## config.mk

```make
export PLATFORM = sky130hd
export DESIGN_NAME = dram_lp_sequencer
export DESIGN_NICKNAME = d
export VERILOG_FILES = /design/src/rtl/dlp_pkg.sv /design/src/rtl/dlp_cfg_reg.sv /design/src/rtl/dlp_idle_timer.sv /design/src/rtl/dlp_fsm.sv /design/src/rtl/dlp_side_out.sv /design/src/rtl/dram_lp_sequencer.sv
export SDC_FILE = /design/constraint.sdc
export NUM_CORES = 1
export LEC_CHECK = 0
export ABC_CLOCK_PERIOD_IN_PS = 1910
export BUFFER_PORTS_ARGS = -buffer_cell sky130_fd_sc_hd__buf_2
export CAP_MARGIN = 10
export CORE_MARGIN = 5
export CORE_UTILIZATION = 45
export DETAILED_ROUTE_END_ITERATION = 10
export GPL_TIMING_DRIVEN = 0
export PLACE_DENSITY_LB_ADDON = 0.15
export SKIP_CTS_REPAIR_TIMING = 1
export SYNTH_ARGS = -nofsm -noshare
export SYNTH_HDL_FRONTEND = slang
export SYNTH_SLANG_ARGS = --single-unit
export TNS_END_PERCENT = 10
```

## constraint.sdc

```tcl
create_clock -name clk -period 1.91 [get_ports clk]
set_input_delay 0.382 -clock clk [delete_from_list [all_inputs] [get_ports clk]]
set_output_delay 0.382 -clock clk [all_outputs]
set_load 0.02 [all_outputs]
```

## src/rtl/dlp_pkg.sv

```systemverilog
// Package: shared state encoding and configuration layout for the
// DRAM low-power entry sequencer.
package dlp_pkg;

    localparam int CFG_W = 7;

    // Sequencer states.
    typedef enum logic [2:0] {
        ST_ACTIVE       = 3'd0,
        ST_PRECHARGE    = 3'd1,
        ST_POWERDOWN    = 3'd2,
        ST_SR_ENTRY     = 3'd3,
        ST_SELF_REFRESH = 3'd4,
        ST_SR_EXIT      = 3'd5
    } lp_state_t;

    // Configuration fields; the last member sits at bit 0.
    typedef struct packed {
        logic lp_mode;       // bit 6
        logic ck_tri_en;     // bit 5
        logic phy_gate_en;   // bit 4
        logic core_gate_en;  // bit 3
        logic prea_en;       // bit 2
        logic pd_block;      // bit 1
        logic dyn_sr_en;     // bit 0
    } lp_cfg_t;

    localparam logic [CFG_W-1:0] CFG_RESET = 7'b0000010;

endpackage

```

## src/rtl/dlp_cfg_reg.sv

```systemverilog
// Module: dlp_cfg_reg
// Holds the configuration word. Assumes writes are single-cycle strobes
// and may arrive in any sequencer state.
module dlp_cfg_reg
    import dlp_pkg::*;
(
    input  logic             clk,
    input  logic             rst_n,
    input  logic             we,
    input  logic [CFG_W-1:0] wdata,
    output lp_cfg_t          cfg
);

    // Capture the configuration on a write strobe; reset blocks power-down.
    always_ff @(posedge clk) begin
        if (!rst_n)
            cfg <= lp_cfg_t'(CFG_RESET);
        else if (we)
            cfg <= lp_cfg_t'(wdata);
    end

endmodule

```

## src/rtl/dlp_idle_timer.sv

```systemverilog
// Module: dlp_idle_timer
// Self-refresh delay counter. Reloads from the programmed delay while the
// bus is busy or requests are pending, counts down while quiet, and flags
// expiry at zero. Assumes the reload value is stable during a quiet period.
module dlp_idle_timer #(
    parameter int DLY_W  = 8,
    parameter int PEND_W = 4
) (
    input  logic              clk,
    input  logic              rst_n,
    input  logic              bus_idle,
    input  logic [PEND_W-1:0] pend_cnt,
    input  logic [DLY_W-1:0]  reload_val,
    output logic              expired
);

    logic [DLY_W-1:0] cnt;
    logic             quiet;

    assign quiet   = bus_idle && (pend_cnt == '0);
    assign expired = (cnt == '0);

    // Reload on activity, count down to zero while quiet.
    always_ff @(posedge clk) begin
        if (!rst_n)
            cnt <= '1;
        else if (!quiet)
            cnt <= reload_val;
        else if (cnt != '0)
            cnt <= cnt - 1'b1;
    end

    // any activity leaves the counter at the programmed delay.
    a_r5_reload_on_activity: assert property (@(posedge clk) disable iff (!rst_n)
        !quiet |=> (cnt == $past(reload_val)));

    // while quiet the counter never rises.
    a_r5_no_count_up: assert property (@(posedge clk) disable iff (!rst_n)
        (quiet && $past(quiet) && $past(rst_n)) |-> (cnt <= $past(cnt)));

endmodule

```

## src/rtl/dlp_fsm.sv

```systemverilog
// Module: dlp_fsm
// Low-power state machine. Chooses power-down or self-refresh entry from
// the idle conditions and raises one held command request at a time.
// Assumes each acknowledge is sampled only while its request is high.
module dlp_fsm #(
    parameter int PEND_W  = 4,
    parameter int PSTAT_W = 2
) (
    input  logic               clk,
    input  logic               rst_n,
    input  dlp_pkg::lp_cfg_t   cfg,
    input  logic               bus_idle,
    input  logic [PEND_W-1:0]  pend_cnt,
    input  logic [PSTAT_W-1:0] pwr_status,
    input  logic               timing_ok,
    input  logic               expired,
    input  logic               prea_ack,
    input  logic               pde_ack,
    input  logic               sre_ack,
    input  logic               srx_ack,
    output logic               prea_req,
    output logic               pde_req,
    output logic               sre_req,
    output logic               srx_req,
    output dlp_pkg::lp_state_t state
);
    import dlp_pkg::*;

    localparam logic [PSTAT_W-1:0] PSTAT_LIMIT = PSTAT_W'(2);

    lp_state_t nxt;
    logic      idle_ok, wake, pd_go, sr_go, prea_done;

    assign idle_ok = bus_idle && (pend_cnt == '0);
    assign wake    = !idle_ok || cfg.pd_block;
    assign pd_go   = idle_ok && timing_ok && !cfg.pd_block;
    assign sr_go   = pd_go && cfg.dyn_sr_en && (pwr_status < PSTAT_LIMIT) && expired;

    // Command requests decoded from the state and live conditions.
    always_comb begin
        prea_req = (state == ST_PRECHARGE);
        pde_req  = (state == ST_ACTIVE) && pd_go && !sr_go &&
                   (!cfg.prea_en || prea_done);
        sre_req  = (state == ST_SR_ENTRY) && !wake;
        srx_req  = (state == ST_SR_EXIT);
    end

    // Next-state selection.
    always_comb begin
        nxt = state;
        unique case (state)
            ST_ACTIVE: begin
                if (sr_go)
                    nxt = ST_SR_ENTRY;
                else if (pd_go && cfg.prea_en && !prea_done)
                    nxt = ST_PRECHARGE;
                else if (pde_req && pde_ack)
                    nxt = ST_POWERDOWN;
            end
            ST_PRECHARGE:    if (prea_ack) nxt = ST_ACTIVE;
            ST_POWERDOWN: begin
                if (wake)
                    nxt = ST_ACTIVE;
                else if (sr_go)
                    nxt = ST_SR_ENTRY;
            end
            ST_SR_ENTRY: begin
                if (wake)
                    nxt = ST_ACTIVE;
                else if (sre_ack)
                    nxt = ST_SELF_REFRESH;
            end
            ST_SELF_REFRESH: if (wake) nxt = ST_SR_EXIT;
            ST_SR_EXIT:      if (srx_ack) nxt = ST_ACTIVE;
            default:         nxt = ST_ACTIVE;
        endcase
    end

    // State register.
    always_ff @(posedge clk) begin
        if (!rst_n)
            state <= ST_ACTIVE;
        else
            state <= nxt;
    end

    // Remember a completed precharge-all until power-down or activity.
    always_ff @(posedge clk) begin
        if (!rst_n)
            prea_done <= 1'b0;
        else if (prea_req && prea_ack)
            prea_done <= 1'b1;
        else if ((state == ST_POWERDOWN) || !idle_ok)
            prea_done <= 1'b0;
    end

    // never two command requests together.
    a_r9_one_request: assert property (@(posedge clk) disable iff (!rst_n)
        $onehot0({prea_req, pde_req, sre_req, srx_req}));

    // self-refresh entry only after the delay counter has expired.
    a_r5_sre_after_delay: assert property (@(posedge clk) disable iff (!rst_n)
        sre_req |-> expired);

    // no low-power entry request while power-down is blocked.
    a_r2_no_entry_blocked: assert property (@(posedge clk) disable iff (!rst_n)
        cfg.pd_block |-> !(pde_req || sre_req));

    // self-refresh is left only through the exit state.
    a_r8_sr_exit_path: assert property (@(posedge clk) disable iff (!rst_n)
        (state == ST_SELF_REFRESH) |=> (state == ST_SELF_REFRESH || state == ST_SR_EXIT));

endmodule

```

## src/rtl/dlp_side_out.sv

```systemverilog
// Module: dlp_side_out
// Decodes CKE, clock tristate, clock-tree requests and scheduler-ready
// from the state and configuration. Purely combinational.
module dlp_side_out (
    input  dlp_pkg::lp_state_t state,
    input  dlp_pkg::lp_cfg_t   cfg,
    output logic               cke,
    output logic               ck_tristate,
    output logic               core_clk_req,
    output logic               phy_clk_req,
    output logic               sched_ready
);
    import dlp_pkg::*;

    logic in_sr;

    // Side-signal decode for the current state.
    always_comb begin
        in_sr        = (state == ST_SELF_REFRESH);
        cke          = cfg.pd_block || !((state == ST_POWERDOWN) || in_sr);
        ck_tristate  = (state == ST_POWERDOWN) && cfg.ck_tri_en &&
                       cfg.lp_mode && !cfg.pd_block;
        core_clk_req = !(in_sr && cfg.core_gate_en);
        phy_clk_req  = !(in_sr && cfg.phy_gate_en);
        sched_ready  = (state == ST_ACTIVE);
    end

endmodule

```

## src/rtl/dram_lp_sequencer.sv

```systemverilog
// Module: dram_lp_sequencer (top)
// Joins configuration register, idle timer, state machine and output
// decode. Assumes command acknowledges come from the command path and
// that inputs are synchronous to clk.
module dram_lp_sequencer #(
    parameter int DLY_W   = 8,
    parameter int PEND_W  = 4,
    parameter int PSTAT_W = 2
) (
    input  logic               clk,
    input  logic               rst_n,
    input  logic               cfg_we,
    input  logic [6:0]         cfg_wdata,
    input  logic               bus_idle,
    input  logic [PEND_W-1:0]  pend_cnt,
    input  logic [PSTAT_W-1:0] pwr_status,
    input  logic               timing_ok,
    input  logic [DLY_W-1:0]   sr_delay,
    input  logic               prea_ack,
    input  logic               pde_ack,
    input  logic               sre_ack,
    input  logic               srx_ack,
    output logic               prea_req,
    output logic               pde_req,
    output logic               sre_req,
    output logic               srx_req,
    output logic               cke,
    output logic               ck_tristate,
    output logic               core_clk_req,
    output logic               phy_clk_req,
    output logic               sched_ready
);
    import dlp_pkg::*;

    lp_cfg_t   cfg;
    lp_state_t state;
    logic      expired;

    dlp_cfg_reg u_cfg (
        .clk   (clk),
        .rst_n (rst_n),
        .we    (cfg_we),
        .wdata (cfg_wdata),
        .cfg   (cfg)
    );

    dlp_idle_timer #(.DLY_W(DLY_W), .PEND_W(PEND_W)) u_timer (
        .clk        (clk),
        .rst_n      (rst_n),
        .bus_idle   (bus_idle),
        .pend_cnt   (pend_cnt),
        .reload_val (sr_delay),
        .expired    (expired)
    );

    dlp_fsm #(.PEND_W(PEND_W), .PSTAT_W(PSTAT_W)) u_fsm (
        .clk        (clk),
        .rst_n      (rst_n),
        .cfg        (cfg),
        .bus_idle   (bus_idle),
        .pend_cnt   (pend_cnt),
        .pwr_status (pwr_status),
        .timing_ok  (timing_ok),
        .expired    (expired),
        .prea_ack   (prea_ack),
        .pde_ack    (pde_ack),
        .sre_ack    (sre_ack),
        .srx_ack    (srx_ack),
        .prea_req   (prea_req),
        .pde_req    (pde_req),
        .sre_req    (sre_req),
        .srx_req    (srx_req),
        .state      (state)
    );

    dlp_side_out u_side (
        .state        (state),
        .cfg          (cfg),
        .cke          (cke),
        .ck_tristate  (ck_tristate),
        .core_clk_req (core_clk_req),
        .phy_clk_req  (phy_clk_req),
        .sched_ready  (sched_ready)
    );

    // CKE can only fall after a cycle with power-down unblocked.
    a_r2_no_cke_fall_blocked: assert property (@(posedge clk) disable iff (!rst_n)
        $fell(cke) |-> !$past(cfg.pd_block));

    // ready implies clocks running and CKE high.
    a_r8_ready_clocks_on: assert property (@(posedge clk) disable iff (!rst_n)
        sched_ready |-> (cke && core_clk_req && phy_clk_req));

    // clock tristate only while CKE is low.
    a_r7_tristate_cke_low: assert property (@(posedge clk) disable iff (!rst_n)
        ck_tristate |-> !cke);

    // clock trees gated only when the scheduler is not ready.
    a_r6_gate_not_ready: assert property (@(posedge clk) disable iff (!rst_n)
        (!core_clk_req || !phy_clk_req) |-> !sched_ready);

endmodule

```

==> impl_results.md, run 1 <==
* Synthesized area at between 0.001 and 0.0015 mm2
* Top Ports at 39
* Share of layout cells above drive strength 1 at a little under two fifths
* Main synth FF type: dfxtp_1
* Total routed wirelength at 3070 um
* Final nets at around 220
* HPWL Detailed at 2290 um
* Seq. cell area at ~380 um2
* Total power at about 1.1 mW
* RSZ-0062 raised after global routing: true
* Hold WC Path Type: input pin to register
* H-tree depth at 1
* Post-Synth XOR/XNOR Area at 2.21%
* GRT Util Overall at 16.5%
* Tcrit/Tclk final at 108%
* Outcome: finished, violations left
* Die ar. at ~0.0038 mm2
* Max IR drop VDD at between 400 and 500 uV
* Post-synth EDFFs at 0
* Largest family of logic cells by synthesized area: simple AND/OR/NAND/NOR gates
* Post-synthesis mux area share at 6.83%
* Area share of the largest cell type after synthesis at about a third
* Cells after Synth at approximately 140
* Fill cell count at ~240
* DRC at 0
* Post-synthesis sequential area ratio at between 30% and 40%
* Setup crit end kind: primary output
* Vias per cell at 5.62
* Final Worst Setup Slack at -0.153 ns
* # port buffers at 36
* DR iter-0 viols at 50
* Final RePlAce weighted congestion at 0.929
* Synth Area in Adders at under 10%
* First-pass GRT wire length at 4710 um
* Max Cap Viol at 0
* CTS tree: done
* Mapped Nets at approximately 180
* First-pass DRT Iterations at 4
* Vias in the first global route at 1140
* Slew headroom at 67.4%
* Worst Skew at 0.00486 ns
* CTS clk-pin slew, worst paths at 0.11 ns
* Commonest non-fill, non-tap cell in the layout: buf_2
* Yosys cell types at between 40 and 50
* Die X at between 60 and 70 um
* Clk_lat worst skew at 0.29 ns
* Crit start category: register
* Syn Area/Cell at 8.27 um2
* Most frequent cells in the layout: buf_2 (35), nand2_1 (20), dfxtp_1 (17)
* Slew @ Worst Pin at 0.488 ns
* Setup_tns at -0.265 ns
* Antenna Nets Post-Route at 0
* Yosys top cell by area: dfxtp_1
* # rows at 18
* Multi-input logic area at between 800 and 900 um2
* CTS Sinks at 19
* Pleak at roughly 0.66 nW
* Failing checks: setup timing
* # diodes at 0
* Final Hold Vio Count at 0
* Top post-synthesis cells by area: dfxtp_1 (32%), nand2_1 (6.3%), mux2i_1 (5.9%), nor2_1 (4.7%), o211ai_1 (3.2%)
* Fin crit period at 2.06 ns
* Layout area overhead at 29.1%
* Worst Path Arrival at 1.68 ns
* Final setup fails at 4
* WL/cell at around 14 um
* Clock root buffer: clkbuf_4
* Post-layout util at 61.5%
* Largest net degree at the start of global routing at 12
* Critical path required time at 1.53 ns
* Total global routing overflow at 0
* Crit Path Max Fanout at 10
* Via Count at 1213
* Initial antenna violation count at 0
* CTS max path bufs at 2
* Synth Warn # at 0
* Fmax achieved at 0.485 GHz
* Initial Util at 47.6%
* PwrDens at 736 mW/mm2
* CP Class: register to primary output
* Final slew viol count at 0
* Synth async-reset ratio at 0%
* Number of CTS-inserted buffers at 3
* Die height at 61.5 um
* Compound-cell area share of the yosys netlist at 17.6%
* #FFs+latches synth at 19
* Post-Synth Simple-Gate Area at between 30% and 40%
* Core Area at 0.00250 mm2
## flip-flops by register name, indices dropped and copies added, names as in the netlist
name	cells
u_timer.cnt	8
u_fsm.state	3
u_fsm.prea_done	1
u_cfg.cfg	7
## metrics by stage
step	hold WS, ns	instance area, um2	worst slack [ns]	cells
2_1_floorplan	0.452	1200	0.0642	144
3_3_place_gp	0.466	1420	-0.111	210
3_5_place_dp	0.492	1420	-0.166	210
4_1_cts	0.284	1440	-0.298	214
5_1_grt	0.288	1540	-0.222	216
6_report	0.301	1540	-0.153	216
## cells in the mapped netlist (2+ instances only)
cell type,number
nor4b_1,2
buf_2,3
o211ai_1,5
o21ai_0,5
nand2b_1,2
mux2i_1,7
nor2_1,15
nor3b_1,3
nor2b_1,4
xnor2_1,2
nand3b_1,3
nor3_1,5
ha_1,2
a21oi_1,6
inv_1,4
nand3_1,5
dfxtp_1,19
a211oi_1,2
nand2_1,20
and3_1,2
clkbuf_1,4
## routing by layer
metal,track usage [%],wire length [um]
met1,21.7,1380
met2,27.3,1420
met3,2.31,218
met4,6.06,51
met5,0,0
## cell families (layout without fill, tap and decap cells)
kind of cell | Yosys count | in the layout
AOI/OAI and AO/OA | 27 | 27
xor gates and xnor gates | 3 | 3
adders and majority gates | 2 | 2
buffers and inverters | 12 | 54
DFF | 19 | 19
muxes | 8 | 8
and+or+nand+nor | 73 | 73
## final timing paths
check	endpoint	cells past startpoint	start	slack (ns)
max reg2reg	u_fsm.state[1]	7	u_timer.cnt[1]	-0.06
min	u_timer.cnt[7]	3	sr_delay[7]	0.30
min reg2reg	u_cfg.cfg[6]	2	u_cfg.cfg[6]	0.52
max	pde_req	4	u_fsm.state[0]	-0.15
## final cells by class
cell class	count	area share, %
Buffer	7	2.12
Clock inverter	1	0.325
Multi-Input combinational cell	113	54.4
Clock buffer	3	1.46
Timing Repair Buffer	38	13.2
Inverter	5	1.22
Tap cell	30	2.44
Sequential cell	19	24.9
## critical path: stages (launching register included)
cell     delay [ns]
dfxtp_1        0.32
buf_2          0.19
or3_4          0.44
nor4_4         0.27
buf_4          0.18
## where the power goes
| part | switching, mW | internal (mW) |
|---|---|---|
| registers | 0.0287 | 0.433 |
| logic | 0.268 | 0.204 |
| clock network | 0.121 | 0.0778 |
No activity file was read; power rests on OpenSTA's default activity.
==> inputs of run 2 (changes only) <==
--- a/config.mk
+++ b/config.mk
@@ -10,11 +10,13 @@
 export CAP_MARGIN = 10
 export CORE_MARGIN = 5
 export CORE_UTILIZATION = 45
+export CTS_CLUSTER_SIZE = 28
 export DETAILED_ROUTE_END_ITERATION = 10
 export GPL_TIMING_DRIVEN = 0
 export PLACE_DENSITY_LB_ADDON = 0.15
 export SKIP_CTS_REPAIR_TIMING = 1
 export SYNTH_ARGS = -nofsm -noshare
 export SYNTH_HDL_FRONTEND = slang
+export SYNTH_HIERARCHICAL = 1
 export SYNTH_SLANG_ARGS = --single-unit
 export TNS_END_PERCENT = 10
==> impl_results.md, run 2 <==
* Fin crit period at around 2.4 ns
* #FFs+latches synth at 19
* Crit start category: register
* Fmax achieved at approximately 0.42 GHz
* Fill cell count at 240
* Failing checks: setup timing
* Pint at 0.552 mW
* Switching part of the total at 25.0%
* Final setup fails at 4
* Initial Util at 47.8%
* PwrDens at 494 mW/mm2
* Cells after Synth at 139
* Setup crit end kind: register
* Pleak at 0.647 nW
* Post-synth EDFFs at 0
* # rows at 18
* Clock power frac at ~28%
* GRT Util Overall at 16.6%
* CTS max path bufs at 2
* Crit Path Max Fanout at 5
* Die height at just over 60 um
* Number of CTS-inserted buffers at 3
* Worst Skew at 0.00667 ns
* WL/cell at 13.5 um
* Top Ports at 39
* Vias per cell at 5.41
* Sw power at 0.184 mW
* Vias in the first global route at about 1100
* Share of layout cells above drive strength 1 at 35.7%
* HPWL Detailed at 2220 um
* Main synth FF type: dfxtp_1
* Final slew viol count at 0
* Total routed wirelength at 2860 um
* Biggest register: u_timer/cnt
* Layout area overhead at 23.4%
* Clk_lat worst skew at 0.29 ns
* RSZ-0062 raised after global routing: true
* Worst Path Arrival at 2.54 ns
* First-pass GRT wire length at 4730 um
* First-pass DRT Iterations at 4
* Most frequent cells in the layout: buf_2 (36), dfxtp_1 (16), nand2_1 (14)
* Syn Area/Cell at between 8 and 9 um2
* Biggest regs: u_timer/cnt x8, u_cfg/cfg x7, u_fsm/state x3
* CTS clk-pin slew, worst paths at 0.11 ns
* Final nets at 214
* Commonest non-fill, non-tap cell in the layout: buf_2
* Yosys top cell by area: dfxtp_1
* Total global routing overflow at 0
* Pre-CTS WS at -0.457 ns
* Initial antenna violation count at 0
* Final RePlAce weighted congestion at a little under 0.9
* Top-count cell post-synth: dfxtp_1
* Mapped Nets at 170
* Post-synthesis sequential area ratio at 31.5%
* Largest net degree at the start of global routing at 16
* Synth Warn # at 6
* Max IR drop VDD at 306 uV
* CP Class: register to register
* Die X at 61.8 um
* Max reg flops at 8
* Max Cap Viol at 0
* Sequential Power Share at 58.7%
* H-tree depth at 1
* Slew headroom at 70.9%
* CTS tree: done
* CTS Sinks at 19
* Via Count at 1147
* Yosys cell types at 45
* # diodes at 0
* Hold WC Path Type: input pin to register
* Antenna Nets Post-Route at 0
* Slew @ Worst Pin at 0.433 ns
* Placed Instance Area at 0.00143 mm2
* DR iter-0 viols at 35
* Outcome: finished, violations left
* Synthesized area at 0.00121 mm2
* Area share of the largest cell type after synthesis at 31.5%
* Top post-synthesis cells by area: dfxtp_1 (32%), mux2i_1 (9.1%), nor2b_1 (5.2%), nand2_1 (4.4%), and2b_2 (2.9%)
* Critical path required time at roughly 2.1 ns
* Post-layout util at 59.0%
* Synth async-reset ratio at 0%
* Core Area at 0.00252 mm2
* Final Hold Vio Count at 0
* Comb power frac at 13.8%
* Final Worst Setup Slack at -0.447 ns
* Clock root buffer: clkbuf_4
* Cell area after layout at 0.00149 mm2
* DRC at 0
* Die ar. at approximately 0.0038 mm2
* Tcrit/Tclk final at 123%
* # port buffers at 36
* Synth top cells by count: dfxtp_1 (19), nand2_1 (14), mux2i_1 (11)
==> run 2: layer usage <==
layer | wire [um] | GRT usage [%]
met1 | 1340 | 22.1
met2 | 1290 | 27.1
met3 | 211 | 3.10
met4 | 22 | 5.45
met5 | 0 | 0
==> run 2: power by group through the flow <==
stage | sequential, mW | combinational [mW] | clock [mW]
floorplan | 0.436 | 0.0598 | 0
global placement | 0.440 | 0.0975 | 0
detailed placement | 0.441 | 0.101 | 0
CTS | 0.432 | 0.102 | 0.216
global route | 0.435 | 0.115 | 0.231
finish | 0.432 | 0.101 | 0.202
==> run 2: metrics by stage <==
stage / power, mW / cells / TNS, ns / hold slack (ns)
global placement: 0.537 / 205 / -1.49 / 0.503
detailed placement: 0.542 / 205 / -1.55 / 0.506
CTS: 0.749 / 209 / -1.83 / 0.284
finish: 0.736 / 212 / -1.68 / 0.293
floorplan: 0.496 / 139 / -0.841 / 0.444
global route: 0.781 / 212 / -2.09 / 0.297
==> run 2: cells by family (layout without fill, tap and decap cells) <==
kind of cell / Yosys count / count (layout) / synth area share [%]
simple gates: 69 / 69 / 34.1
compound gates: 24 / 24 / 14.9
flops: 19 / 19 / 31.5
mux: 12 / 12 / 10.1
buf+inv: 10 / 53 / 5.39
xor+xnor: 4 / 4 / 2.91
fa+ha+maj: 1 / 1 / 1.04
==> run 2: area by class of cell <==
class	instances	area, um2	area share, %
multi-input cells	110	773	51.9
well taps	30	37.5	2.52
clock buffers	4	26.3	1.76
inverters	5	18.8	1.26
repair buffers	39	203	13.6
plain buffers	5	46.3	3.11
flip-flops and latches	19	384	25.8
==> run 2: worst max-delay path, cell delays in order, from the launching register on <==
cell      delay, ns
dfxtp_2        0.35
or4_4          0.56
nor3_4         0.24
nand3b_1       0.13
or4_1          0.49
o211ai_1       0.19
nand3_2        0.15
mux2i_1        0.13
==> run 2: path summary, 6_finish.rpt <==
check | startpoint | endpoint | slack [ns] | depth (start not counted)
worst max-delay path | u_timer/cnt[6] | u_fsm/state[0] | -0.45 | 7
worst min-delay path | sr_delay[0] | u_timer/cnt[0] | 0.29 | 3
worst max register to register | u_timer/cnt[6] | u_fsm/state[0] | -0.45 | 7
worst min register to register | u_cfg/cfg[6] | u_cfg/cfg[6] | 0.53 | 2
==> inputs of run 3 (changes only) <==
--- a/config.mk
+++ b/config.mk
@@ -13,7 +13,7 @@
 export CTS_CLUSTER_SIZE = 28
 export DETAILED_ROUTE_END_ITERATION = 10
 export GPL_TIMING_DRIVEN = 0
-export PLACE_DENSITY_LB_ADDON = 0.15
+export PLACE_DENSITY_LB_ADDON = 0.1
 export SKIP_CTS_REPAIR_TIMING = 1
 export SYNTH_ARGS = -nofsm -noshare
 export SYNTH_HDL_FRONTEND = slang
==> impl_results.md, run 3 (synthesized netlist as in run 2, its figures left out) <==
* Slew @ Worst Pin at about 0.48 ns
* Most frequent cells in the layout: buf_2 (36), dfxtp_1 (18), nand2_1 (14)
* CP max stage cell: or4_4
* CTS clk-pin slew, worst paths at 0.11 ns
* Critical path required time at 2.10 ns
* Cell area after layout at 0.00148 mm2
* Vias in the first global route at 1000
* Via Count at 1150
* Crit start category: register
* Worst Skew at 0.00185 ns
* Biggest regs: u_timer/cnt x8, u_cfg/cfg x7, u_fsm/state x3
* Clk_lat worst skew at 0.29 ns
* Final nets at 213
* Fill cell count at 243
* Failing checks: setup timing
* Largest delay share family, worst path: simple AND/OR/NAND/NOR gates
* HPWL Detailed at 2150 um
* Core Area at about 0.0025 mm2
* Placed Instance Area at 0.00143 mm2
* Pleak at 0.644 nW
* Worst Path Arrival at 2.54 ns
* DRC at 0
* Share of layout cells above drive strength 1 at 34.3%
* FF-to-FF End: u_fsm/state[0]
* Total global routing overflow at 0
* Tcrit/Tclk final at 123%
* DR iter-0 viols at 30
* Final Hold Vio Count at 0
* GRT Util Overall at 15.3%
* # rows at 18
* Top Ports at 39
* First-pass GRT wire length at ~4300 um
* Final slew viol count at 0
* Worst r2r src: u_timer/cnt[3]
* Hold WC Path Type: input pin to register
* Biggest register: u_timer/cnt
* Initial antenna violation count at 0
* Fin crit period at 2.35 ns
* Initial Util at 47.8%
* Number of CTS-inserted buffers at 3
* Slew headroom at 68.1%
* WL/cell at 13.2 um
* Max Cap Viol at 0
* CTS max path bufs at 2
* Commonest non-fill, non-tap cell in the layout: buf_2
* Fmax achieved at 0.425 GHz
* CTS tree: done
* Antenna Nets Post-Route at 0
* PwrDens at 496 mW/mm2
* Die X at 61.8 um
* Crit Path Max Fanout at 5
* Worst path depth at 7
* Max IR drop VDD at 321 uV
* # port buffers at 36
* Path depth of the worst reg2reg path at 7
* # diodes at 0
* Total power at roughly 0.73 mW
* Final setup fails at 4
* Hold Path Depth at 3
* Multi-input logic area at 768 um2
* CP cell instances: or4_4 -> nor3_4 -> nand3b_1 -> or4_1 -> o211ai_1 -> nand3_2 -> mux2i_1
* Setup crit end kind: register
* Vias per cell at 5.45
* H-tree depth at 1
* Die height at approximately 62 um
* Total routed wirelength at 2780 um
* CP Class: register to register
* Reg2Reg Setup Slack at -0.44 ns
* Max reg flops at 8
* Final Worst Setup Slack at -0.443 ns
* Largest net degree at the start of global routing at 16
* Max incr delay on CP at 0.54 ns
* CTS Sinks at 19
* Buffers & Inverters on Critical Path at 0
* Die ar. at 0.00382 mm2
* Min-delay src: sr_delay[4]
* Outcome: finished, violations left
* First-pass DRT Iterations at 4
* Hold Path End: u_timer/cnt[4]
* Seq. cell area at about 380 um2
* Layout area overhead at 22.3%
* RSZ-0062 raised after global routing: true
* Clock root buffer: clkbuf_4
* Final RePlAce weighted congestion at 0.918
## run 3: changes by cell type in the layout (fill, tap and decap cells not counted), sizes merged
cell and change:
buf -1, clkbuf -1, clkinv +1
## run 3: worst max path at each step
| stage | slack (ns) | end | startpoint |
|---|---|---|---|
| floorplan | -0.25 | u_fsm/state[0] | u_timer/cnt[3] |
| global placement | -0.43 | u_fsm/state[0] | u_timer/cnt[3] |
| detailed placement | -0.48 | u_fsm/state[0] | u_timer/cnt[3] |
| CTS | -0.49 | u_fsm/state[0] | u_timer/cnt[3] |
| global route | -0.49 | u_fsm/state[0] | u_timer/cnt[3] |
| finish | -0.44 | u_fsm/state[0] | u_timer/cnt[3] |
## run 3: stage by stage
| step | TNS, ns | instances | worst slack [ns] | util (%) | hold slack, ns |
|---|---|---|---|---|---|
| after detailed placement | -1.59 | 205 | -0.476 | 56.7 | 0.513 |
| after global routing | -1.99 | 211 | -0.492 | 58.5 | 0.300 |
| after global placement | -1.47 | 205 | -0.434 | 56.7 | 0.497 |
| final | -1.63 | 211 | -0.443 | 58.5 | 0.303 |
| after CTS | -1.90 | 209 | -0.493 | 57.8 | 0.292 |
| after floorplan | -0.841 | 139 | -0.251 | - | 0.444 |
## run 3: final cells by class
| type | count | share of cell area, % |
|---|---|---|
| tap | 30 | 2.54 |
| clock inverter | 1 | 0.339 |
| sequential | 19 | 25.9 |
| multi-input combinational | 110 | 52.1 |
| inverter | 5 | 1.27 |
| buffer | 5 | 3.14 |
| timing repair buffer | 38 | 13.2 |
| clock buffer | 3 | 1.53 |
## run 3: worst register-to-register path: cells and delay by family (launching register included)
kind | cells | cell delay (ns)
simple gates | 5 | 1.55
flops | 1 | 0.36
compound gates | 1 | 0.19
mux | 1 | 0.14
## run 3: per-layer routing
layer  track usage (%)  vias up  wire length, um
li1                  -      590                -
met1              22.8      529             1460
met2              21.1       29             1130
met3              3.31        2              178
met4              6.36        0               19
met5                 0        -                0
## run 3: report_power, final
| group | internal, mW | switching [mW] |
|---|---|---|
| Sequential | 0.415 | 0.0168 |
| Clock | 0.0779 | 0.120 |
| Combinational | 0.0547 | 0.0463 |
